[src/rtl/rxr_pkg.sv]
package rxr_pkg;

  typedef enum logic [1:0] {
    ST_RX      = 2'd0,
    ST_HDR     = 2'd1,
    ST_DISCARD = 2'd2
  } rxState_t;

  typedef struct packed {
    logic countByte;
    logic byteWr;
    logic markDrop;
    logic latchEnd;
    logic hdrWr;
    logic commit;
    logic clearFrame;
    logic setRingOvf;
    logic setFifoOvf;
  } rxStrobe_t;

endpackage

[src/rtl/rxr_ctrl.sv]
module rxr_ctrl
  import rxr_pkg::*;
(
  input  logic      clk,
  input  logic      rst,
  input  logic      inValid,
  input  logic      inLast,
  input  logic      byteFits,
  input  logic      frameFits,
  input  logic      dropping,
  output rxStrobe_t str
);

  rxState_t state, stateNext;

  always_comb begin
    str       = '0;
    stateNext = state;
    unique case (state)
      ST_RX: begin
        if (inValid) begin
          str.countByte = 1'b1;
          str.byteWr    = byteFits && !dropping;
          str.markDrop  = !byteFits;
          if (inLast) begin
            str.latchEnd = 1'b1;
            stateNext    = ST_HDR;
          end
        end
      end
      ST_HDR: begin
        str.clearFrame = 1'b1;
        if (frameFits && !dropping) begin
          str.hdrWr  = 1'b1;
          str.commit = 1'b1;
        end else begin
          str.setRingOvf = 1'b1;
        end
        if (inValid) begin
          str.setFifoOvf = 1'b1;
          stateNext      = inLast ? ST_RX : ST_DISCARD;
        end else begin
          stateNext = ST_RX;
        end
      end
      ST_DISCARD: begin
        if (inValid && inLast) stateNext = ST_RX;
      end
      default: stateNext = ST_RX;
    endcase
  end

  always_ff @(posedge clk) begin
    if (rst) state <= ST_RX;
    else     state <= stateNext;
  end

  // the header cycle lasts exactly one cycle
  p_hdr_once_r3: assert property (@(posedge clk) disable iff (rst)
    state == ST_HDR |=> state != ST_HDR);

  // an overlapping byte that is not a last byte starts a discard
  p_fifo_discard_r9: assert property (@(posedge clk) disable iff (rst)
    (state == ST_HDR && inValid && !inLast) |=> state == ST_DISCARD);

endmodule

[src/rtl/rxr_datapath.sv]
module rxr_datapath
  import rxr_pkg::*;
#(
  parameter int BASE_BYTES = 8192,
  parameter int OFS_W      = $clog2(BASE_BYTES * 4),
  parameter int WORD_AW    = OFS_W - 2
) (
  input  logic               clk,
  input  logic               rst,
  input  rxStrobe_t          str,
  input  logic [7:0]         inData,
  input  logic [15:0]        inStatus,
  input  logic               regWrite,
  input  logic [1:0]         regAddr,
  input  logic [15:0]        regWdata,
  output logic [15:0]        regRdata,
  output logic               memWe,
  output logic [WORD_AW-1:0] memAddr,
  output logic [31:0]        memData,
  output logic [3:0]         memStrb,
  output logic               byteFits,
  output logic               frameFits,
  output logic               dropping
);

  localparam int PTR_W = OFS_W + 1;

  logic [OFS_W-1:0] wrPtr;
  logic [15:0]      cnt;
  logic [15:0]      statLat;
  logic [15:0]      rdReg;
  logic [1:0]       sizeIdx;
  logic             intOk, intRing, intFifo;

  logic [1:0]       effIdx;
  logic [PTR_W-1:0] ringBytes;
  logic [OFS_W-1:0] mask, rdTrue, diff, byteOfs, nextWr;
  logic [PTR_W-1:0] freeBytes;
  logic [16:0]      need, used;
  logic             empty, w1c;

  assign effIdx    = (sizeIdx == 2'd3) ? 2'd2 : sizeIdx;
  assign ringBytes = PTR_W'(BASE_BYTES) << effIdx;
  assign mask      = OFS_W'(ringBytes - PTR_W'(1));
  assign rdTrue    = OFS_W'(rdReg + 16'd16) & mask;
  assign diff      = (rdTrue - wrPtr) & mask;
  assign freeBytes = (diff == '0) ? ringBytes : {1'b0, diff};
  assign empty     = (rdTrue == wrPtr);

  assign used      = {1'b0, cnt} + 17'd4;
  assign need      = ({1'b0, cnt} + 17'd7) & ~17'd3;
  assign byteFits  = used < 17'(freeBytes);
  assign frameFits = need < 17'(freeBytes);
  assign byteOfs   = (wrPtr + OFS_W'(cnt) + OFS_W'(4)) & mask;
  assign nextWr    = (wrPtr + OFS_W'(need)) & mask;

  // memory write port
  always_comb begin
    memWe = str.byteWr | str.hdrWr;
    if (str.hdrWr) begin
      memAddr = wrPtr[OFS_W-1:2];
      memData = {cnt, statLat};
      memStrb = 4'hF;
    end else begin
      memAddr = byteOfs[OFS_W-1:2];
      memData = {4{inData}};
      memStrb = 4'b0001 << byteOfs[1:0];
    end
  end

  // register read
  always_comb begin
    unique case (regAddr)
      2'd0: regRdata = rdReg;
      2'd1: regRdata = {7'd0, empty, 6'd0, sizeIdx};
      2'd2: regRdata = {9'd0, intFifo, 1'b0, intRing, 3'd0, intOk};
      default: regRdata = 16'(wrPtr);
    endcase
  end

  assign w1c = regWrite && (regAddr == 2'd2);

  always_ff @(posedge clk) begin
    if (rst) begin
      wrPtr    <= '0;
      cnt      <= '0;
      dropping <= 1'b0;
      statLat  <= '0;
      rdReg    <= 16'hFFF0;
      sizeIdx  <= 2'd0;
      intOk    <= 1'b0;
      intRing  <= 1'b0;
      intFifo  <= 1'b0;
    end else begin
      if (str.countByte) cnt <= cnt + 16'd1;
      if (str.markDrop)  dropping <= 1'b1;
      if (str.latchEnd)  statLat <= inStatus;
      if (str.clearFrame) begin
        cnt      <= '0;
        dropping <= 1'b0;
      end
      if (str.commit) wrPtr <= nextWr;
      if (regWrite) begin
        if (regAddr == 2'd0) rdReg   <= regWdata;
        if (regAddr == 2'd1) sizeIdx <= regWdata[1:0];
      end
      intOk   <= (intOk   & ~(w1c & regWdata[0])) | str.commit;
      intRing <= (intRing & ~(w1c & regWdata[4])) | str.setRingOvf;
      intFifo <= (intFifo & ~(w1c & regWdata[6])) | str.setFifoOvf;
    end
  end

  // the write pointer moves only on a committed frame
  p_wrptr_hold_r4: assert property (@(posedge clk) disable iff (rst)
    !str.commit |=> $stable(wrPtr));

  // a data byte never lands on the effective read offset
  p_no_overwrite_r7: assert property (@(posedge clk) disable iff (rst)
    str.byteWr |-> byteOfs != rdTrue);

  // a stored frame raises the receive-ok flag
  p_ok_set_r8: assert property (@(posedge clk) disable iff (rst)
    str.commit |=> intOk);

  // writing 1 clears the flag when no new event arrives
  p_w1c_r10: assert property (@(posedge clk) disable iff (rst)
    (w1c && regWdata[0] && !str.commit) |=> !intOk);

  // data writes enable exactly one lane
  p_lane_r2: assert property (@(posedge clk) disable iff (rst)
    str.byteWr |-> $countones(memStrb) == 1);

endmodule

[src/rtl/rx_ring_writer.sv]
module rx_ring_writer
  import rxr_pkg::*;
#(
  parameter int BASE_BYTES = 8192,
  parameter int OFS_W      = $clog2(BASE_BYTES * 4),
  parameter int WORD_AW    = OFS_W - 2
) (
  input  logic               clk,
  input  logic               rst,
  input  logic               inValid,
  input  logic [7:0]         inData,
  input  logic               inLast,
  input  logic [15:0]        inStatus,
  output logic               memWe,
  output logic [WORD_AW-1:0] memAddr,
  output logic [31:0]        memData,
  output logic [3:0]         memStrb,
  input  logic               regWrite,
  input  logic [1:0]         regAddr,
  input  logic [15:0]        regWdata,
  output logic [15:0]        regRdata
);

  rxStrobe_t str;
  logic byteFits, frameFits, dropping;

  rxr_ctrl i_ctrl (
    .clk       (clk),
    .rst       (rst),
    .inValid   (inValid),
    .inLast    (inLast),
    .byteFits  (byteFits),
    .frameFits (frameFits),
    .dropping  (dropping),
    .str       (str)
  );

  rxr_datapath #(
    .BASE_BYTES (BASE_BYTES),
    .OFS_W      (OFS_W),
    .WORD_AW    (WORD_AW)
  ) i_dp (
    .clk       (clk),
    .rst       (rst),
    .str       (str),
    .inData    (inData),
    .inStatus  (inStatus),
    .regWrite  (regWrite),
    .regAddr   (regAddr),
    .regWdata  (regWdata),
    .regRdata  (regRdata),
    .memWe     (memWe),
    .memAddr   (memAddr),
    .memData   (memData),
    .memStrb   (memStrb),
    .byteFits  (byteFits),
    .frameFits (frameFits),
    .dropping  (dropping)
  );

endmodule

[config.mk]
export PLATFORM = sky130hd
export DESIGN_NAME = rx_ring_writer
export DESIGN_NICKNAME = d
export VERILOG_FILES = /design/src/rtl/rxr_pkg.sv /design/src/rtl/rxr_ctrl.sv /design/src/rtl/rxr_datapath.sv /design/src/rtl/rx_ring_writer.sv
export SDC_FILE = /design/constraint.sdc
export NUM_CORES = 1
export LEC_CHECK = 0
export BUFFER_PORTS_ARGS = -buffer_cell sky130_fd_sc_hd__buf_2
export CAP_MARGIN = 20
export CORE_ASPECT_RATIO = 1.4
export CORE_MARGIN = 8
export CORE_UTILIZATION = 37
export CTS_CLUSTER_DIAMETER = 150
export CTS_CLUSTER_SIZE = 30
export DETAILED_ROUTE_END_ITERATION = 10
export SYNTH_ARGS = -nofsm -noshare
export SYNTH_HDL_FRONTEND = slang
export SYNTH_HIERARCHICAL = 1
export SYNTH_SLANG_ARGS = --single-unit
[constraint.sdc]
create_clock -name clk -period 5.57 [get_ports clk]
set_input_delay 0.2785 -clock clk [delete_from_list [all_inputs] [get_ports clk]]
set_output_delay 0.2785 -clock clk [all_outputs]
set_load 0.01 [all_outputs]
# Word level (Yosys, flattened, before mapping)
# Cells that the tools add are included.
# Widths: inputs -> output; s select.
# totals
out_inout_bits,66
regBits,71
# classes
muxes,19
n_addsub,9
n_bitwise,17
eq_ne,9
n_shift,2
reduce_logical,13
n_lt_le_gt_ge,2
# ops
operator,n
$and 15x15->15,4
$pmux 16 s3,1
$add 16x3->17 const B,2
$lt 17x16->1,2
$mux 32,1
$add 15x15->15,2
$add 16x1->16 const B,1
$mux 16,1
$shl 14x2->16 const A,1
$add 15x3->15 const B,1
$add 15x5->15 const B,1
$eq 15x15->1,1
$logic_not 15->1,1
$sub 15x1->15 const B,1
$sub 15x15->15,1
$mux 2,7
$mux 13,1
$mux 4,3
$and 1x1->1,6
$eq 2x2->1 const B,3
$pmux 2 s3,1
$mux 5,1
$eq 2x1->1 const B,2
$logic_and 1x1->1,4
other kinds (11),22

# Longest topological paths before layout
# depth
ltp_word,14
depth_mapped,26
depth_no_buf,24

# Modules after synthesis
# The synthesis kept the hierarchy.
# modules_own_cells
module,seq_area_each_um2,n_inst,cells_each,area_each_um2
rxr_datapath,1341.3,1,857,6518.8
rxr_ctrl,40.0,1,20,135.1

# Worst setup path before layout
# No wires, ideal clock.
# synth_timing
kind,reg-to-output
start,reg i_dp.rdReg[5]
end,out memData[23]
t_arrival_ns,4.989
required_time_ns,5.292
stages_incl_launch_ff,24
slack_ns,0.302
cell_sequence,dfxtp_1 -> ha_1 -> ha_1 -> buf_6 -> a2111o_1 -> a31oi_1 -> a21o_2 -> xor2_1 -> nand4b_1 -> or4_1 -> o41a_1 -> ha_1 -> a21o_1 -> a21oi_1 -> o311ai_1 -> a311oi_1 -> nor2b_1 -> and2_1 -> buf_4 -> clkbuf_1 -> clkbuf_1 -> clkbuf_1 -> nand2_1 -> nand2_1
# synth_lines
item,line_no,rtl
from (decl),rxr_datapath.sv:31,logic [15:0] rdReg;
from (signal assigned),rxr_datapath.sv:104,if (regAddr == 2'd0) rdReg <= regWdata;
to (decl),rx_ring_writer.sv:16,"output logic [31:0] memData,"

# Worst setup path in the final report
# layout_timing
start,reg i_dp.rdReg[5]
end,out memAddr[12]
# layout_between
elab_chain_cells,11
# layout_rtl
item,line_no,rtl
$add 15x5->15 *,rxr_datapath.sv:45,assign rdTrue = OFS_W'(rdReg + 16'd16) & mask;
$and 15x15->15 *,rxr_datapath.sv:45,
$sub 15x15->15 *,rxr_datapath.sv:46,assign diff = (rdTrue - wrPtr) & mask;
$and 15x15->15 *,rxr_datapath.sv:46,
$logic_not 15->1,rxr_datapath.sv:47,"assign freeBytes = (diff == '0) ? ringBytes : {1'b0, diff};"
$mux 16 *,rxr_datapath.sv:47,
$lt 17x16->1 *,rxr_datapath.sv:53,assign frameFits = need < 17'(freeBytes);
via frameFits,rx_ring_writer.sv:25,"logic byteFits, frameFits, dropping;"
$logic_and 1x1->1 *,rxr_ctrl.sv:33,if (frameFits && !dropping) begin
$mux 2 *,rxr_ctrl.sv:33,
$mux 5 *,rxr_ctrl.sv:19,unique case (state)
$mux 13 *,rxr_datapath.sv:60,if (str.hdrWr) begin
to (decl),rx_ring_writer.sv:15,"output logic [WORD_AW-1:0] memAddr,"
# The timed path passes the listed nets; every way through them passes the cells marked *.

==> impl_metrics.toml <==
[floorplan]
die_h_um = 175
start_util_pct = 37.4
rows = 58
die-area_um2 = 22600
fp.coreArea_um2 = 17800
die_w_um = 129
pin_count = 113

[sta]
period_share_pct = 98.7
clock_skew_ps = 7.91
worst_pin_slew_ps = 685
slew_headroom_pct = 54.2
hold_viol_final = 0
fmax_mhz = 182
layout_min_cycle_time_ps = 5500
grt_setup_unrepaired = "true"
setup_viol = 0
finalMaxSlewViolations = 0
timing.setup.tns_ps = 0
whs_ps = 166

[placed_design]
dpl.hpwl_um = 16600
io_buffers = 112
gp_congestion = 0.903

[synth]
syn_area_um2 = 6650
yosysSeqAreaShare_pct = 20.8
synth_edf_count = 0
ys.flop_type = "dfxtp_1"
yosysUniqueCellTypes = 67
syn_inst = 877
avgSynthCellArea_um2 = 7.59
yosysWarnings = 6
async_flop_share_pct = 0
ys_seq_elements = 69

[worst_setup_path]
critPathCaptureType = "output port"
worstPathArrival_ps = 5220
cp.required_ps = 5290
cp-start-kind = "flop"
cp_max_fo = 6
critPathKind = "reg2out"

[clocking]
clockBufferDepth = 2
clkLatencyLatePin_ps = 350
cts_made_buffers = 9
cts_tree = "done"
cts_hold_buf = 0
clk_pin_slew_ps = 70
htree_levels = 3
cts_root_buf = "clkbuf_16"
clock_sinks = 69

[final_layout]
layout-drive-gt1-share_pct = 22.7
fin_nets = 1126
final_cell_mix = "nand2_1, buf_2, ha_1, nor2_1, dfxtp_1"
diodes = 0
area_growth_pct = 23.7
fillers = 1807
final_common_cell = "nand2_1"

[global_route]
grt_max_degree = 56
grt_pass1_wl_um = 32200
antenna_found_initial = 0
grt_pass1_vias = 6289
grt_util_all_layers_pct = 18.1
grt_remaining_overflow = 0

[route]
routedWlPerCell_um = 17.1
firstDrtPassIters = 4
vias = 6538
drc = 0
ant_nets = 0
vias_per_cell = 5.29
finalWirelength_um = 21100
first_iter_violations = 284

[job]
maxCapViolCount = 0

[status]
outcome = "finished, final reports clean"

[power_and_ir_drop]
p_per_area_nw_per_um2 = 209
p_leak_nw = 3.90
ir_worst_vdd_mv = 0.148
power_mw = 1.72

[min_path]
hold_path_class = "in2reg"
registers in the layout (all words and copies together) (netlist names):
signal / count
i_dp/cnt: 16
i_dp/rdReg: 16
i_dp/statLat: 16
i_dp/wrPtr: 13
i_ctrl/state: 2
i_dp/sizeIdx: 2
i_dp/dropping: 1
i_dp/intFifo: 1
i_dp/intOk: 1
i_dp/intRing: 1
worst paths after layout:
| kind | endpoint | slack, ps | from | cells past startpoint |
|---|---|---|---|---|
| worst min register to register | i_dp/rdReg[15] | 450 | i_dp/rdReg[15] | 1 |
| worst max register to register | i_dp/wrPtr[13] | 460 | i_dp/rdReg[5] | 23 |
| worst max-delay path | memAddr[12] | 70 | i_dp/rdReg[5] | 22 |
| worst min-delay path | i_dp/statLat[8] | 170 | inStatus[8] | 3 |
power breakdown:
group / internal (mW) / leakage (nW) / switching [mW]
clock: 0.312 / 0.139 / 0.259
combinational: 0.291 / 3.20 / 0.330
sequential: 0.508 / 0.560 / 0.0176
critical path: stages, from the launching register on:
cell and delay (ps):
dfxtp_4 380, ha_4 160, nand3_2 110, xnor2_2 260, ha_4 260, nand4_1 110, a21oi_2 70, nor3_2 240
xor2_1 230, nand4b_1 150, or4_1 550, o41a_1 340, ha_1 300, a21o_1 160, a21oi_1 130, o311ai_1 110
a311oi_1 220, nor2b_2 210, and2_4 220, nor2_1 50, mux2_4 260, a22o_1 210, buf_2 150
through the flow:
| stage | std cells | setup slack [ps] | cell area (um^2) | util (%) |
|---|---|---|---|---|
| final | 1237 | 69.8 | 8230 | 46.3 |
| after global routing | 1237 | -156 | 8230 | 46.3 |
| after CTS | 1218 | 7.99 | 7820 | 44.0 |
| after detailed placement | 1201 | 190 | 7510 | 42.2 |
| after global placement | 1201 | 269 | 7510 | 42.2 |
| after floorplan | 878 | 302 | 6660 | - |
cell families after synthesis:
logic type	synth area share (%)
xor+xnor	9.35
compound gates	17.8
flops	20.8
mux	5.06
fa+ha+maj	16.5
buf+inv	5.30
other cells	0.113
simple gates	25.1
layout make-up:
cell class	instances	area, um^2	share of cell area (%)
repair buffers	154	963	11.7
well taps	240	300	3.65
multi-input cells	720	5140	62.4
clock buffers	9	225	2.74
clock inverters	7	62.6	0.760
flip-flops and latches	69	1400	17.0
inverters	38	143	1.73
per-layer routing:
metal,GRT usage [%],up-vias,routed length (um)
met5,0,-,0
met4,6.14,0,547
met3,4.06,21,1120
met2,32.4,161,10700
met1,20.2,3011,8740
li1,-,3345,-
cell usage after synthesis, drive strengths merged (3+ instances only):
master / count / share of area, %
a211o: 12 / 1.6
nor2b: 9 / 0.85
o21a: 5 / 0.56
nand4: 14 / 1.3
a21oi: 47 / 3.5
nor3: 17 / 1.3
nor2: 76 / 4.3
mux2: 5 / 0.85
or3: 12 / 1.1
a22o: 13 / 1.7
o31ai: 5 / 0.56
mux2i: 28 / 4.2
and3: 15 / 1.4
clkbuf: 42 / 2.4
a31oi: 5 / 0.47
xor2: 30 / 3.9
nand2b: 15 / 1.4
inv: 38 / 2.1
nand2: 122 / 6.9
and2: 7 / 0.66
a21o: 13 / 1.5
buf: 9 / 0.79
o21ai: 35 / 2.6
or2: 13 / 1.2
ha: 86 / 16
o211ai: 5 / 0.56
a211oi: 9 / 1.0
nand3: 23 / 1.7
dfxtp: 69 / 21
nor4: 10 / 0.94
nand3b: 4 / 0.45
nand4b: 3 / 0.39
xnor2: 41 / 5.4
o2111ai: 3 / 0.39
a311oi: 4 / 0.53
repair_timing:
action / in CTS / in global routing
resized for setup: 6 / 50
setup endpoints to repair: 44 / 51
buffers inserted: 1 / 16
hold endpoints to repair: 0 / 0
pin swaps: 1 / 14
gates cloned: 0 / 2
(Power assumes the default switching activity.)
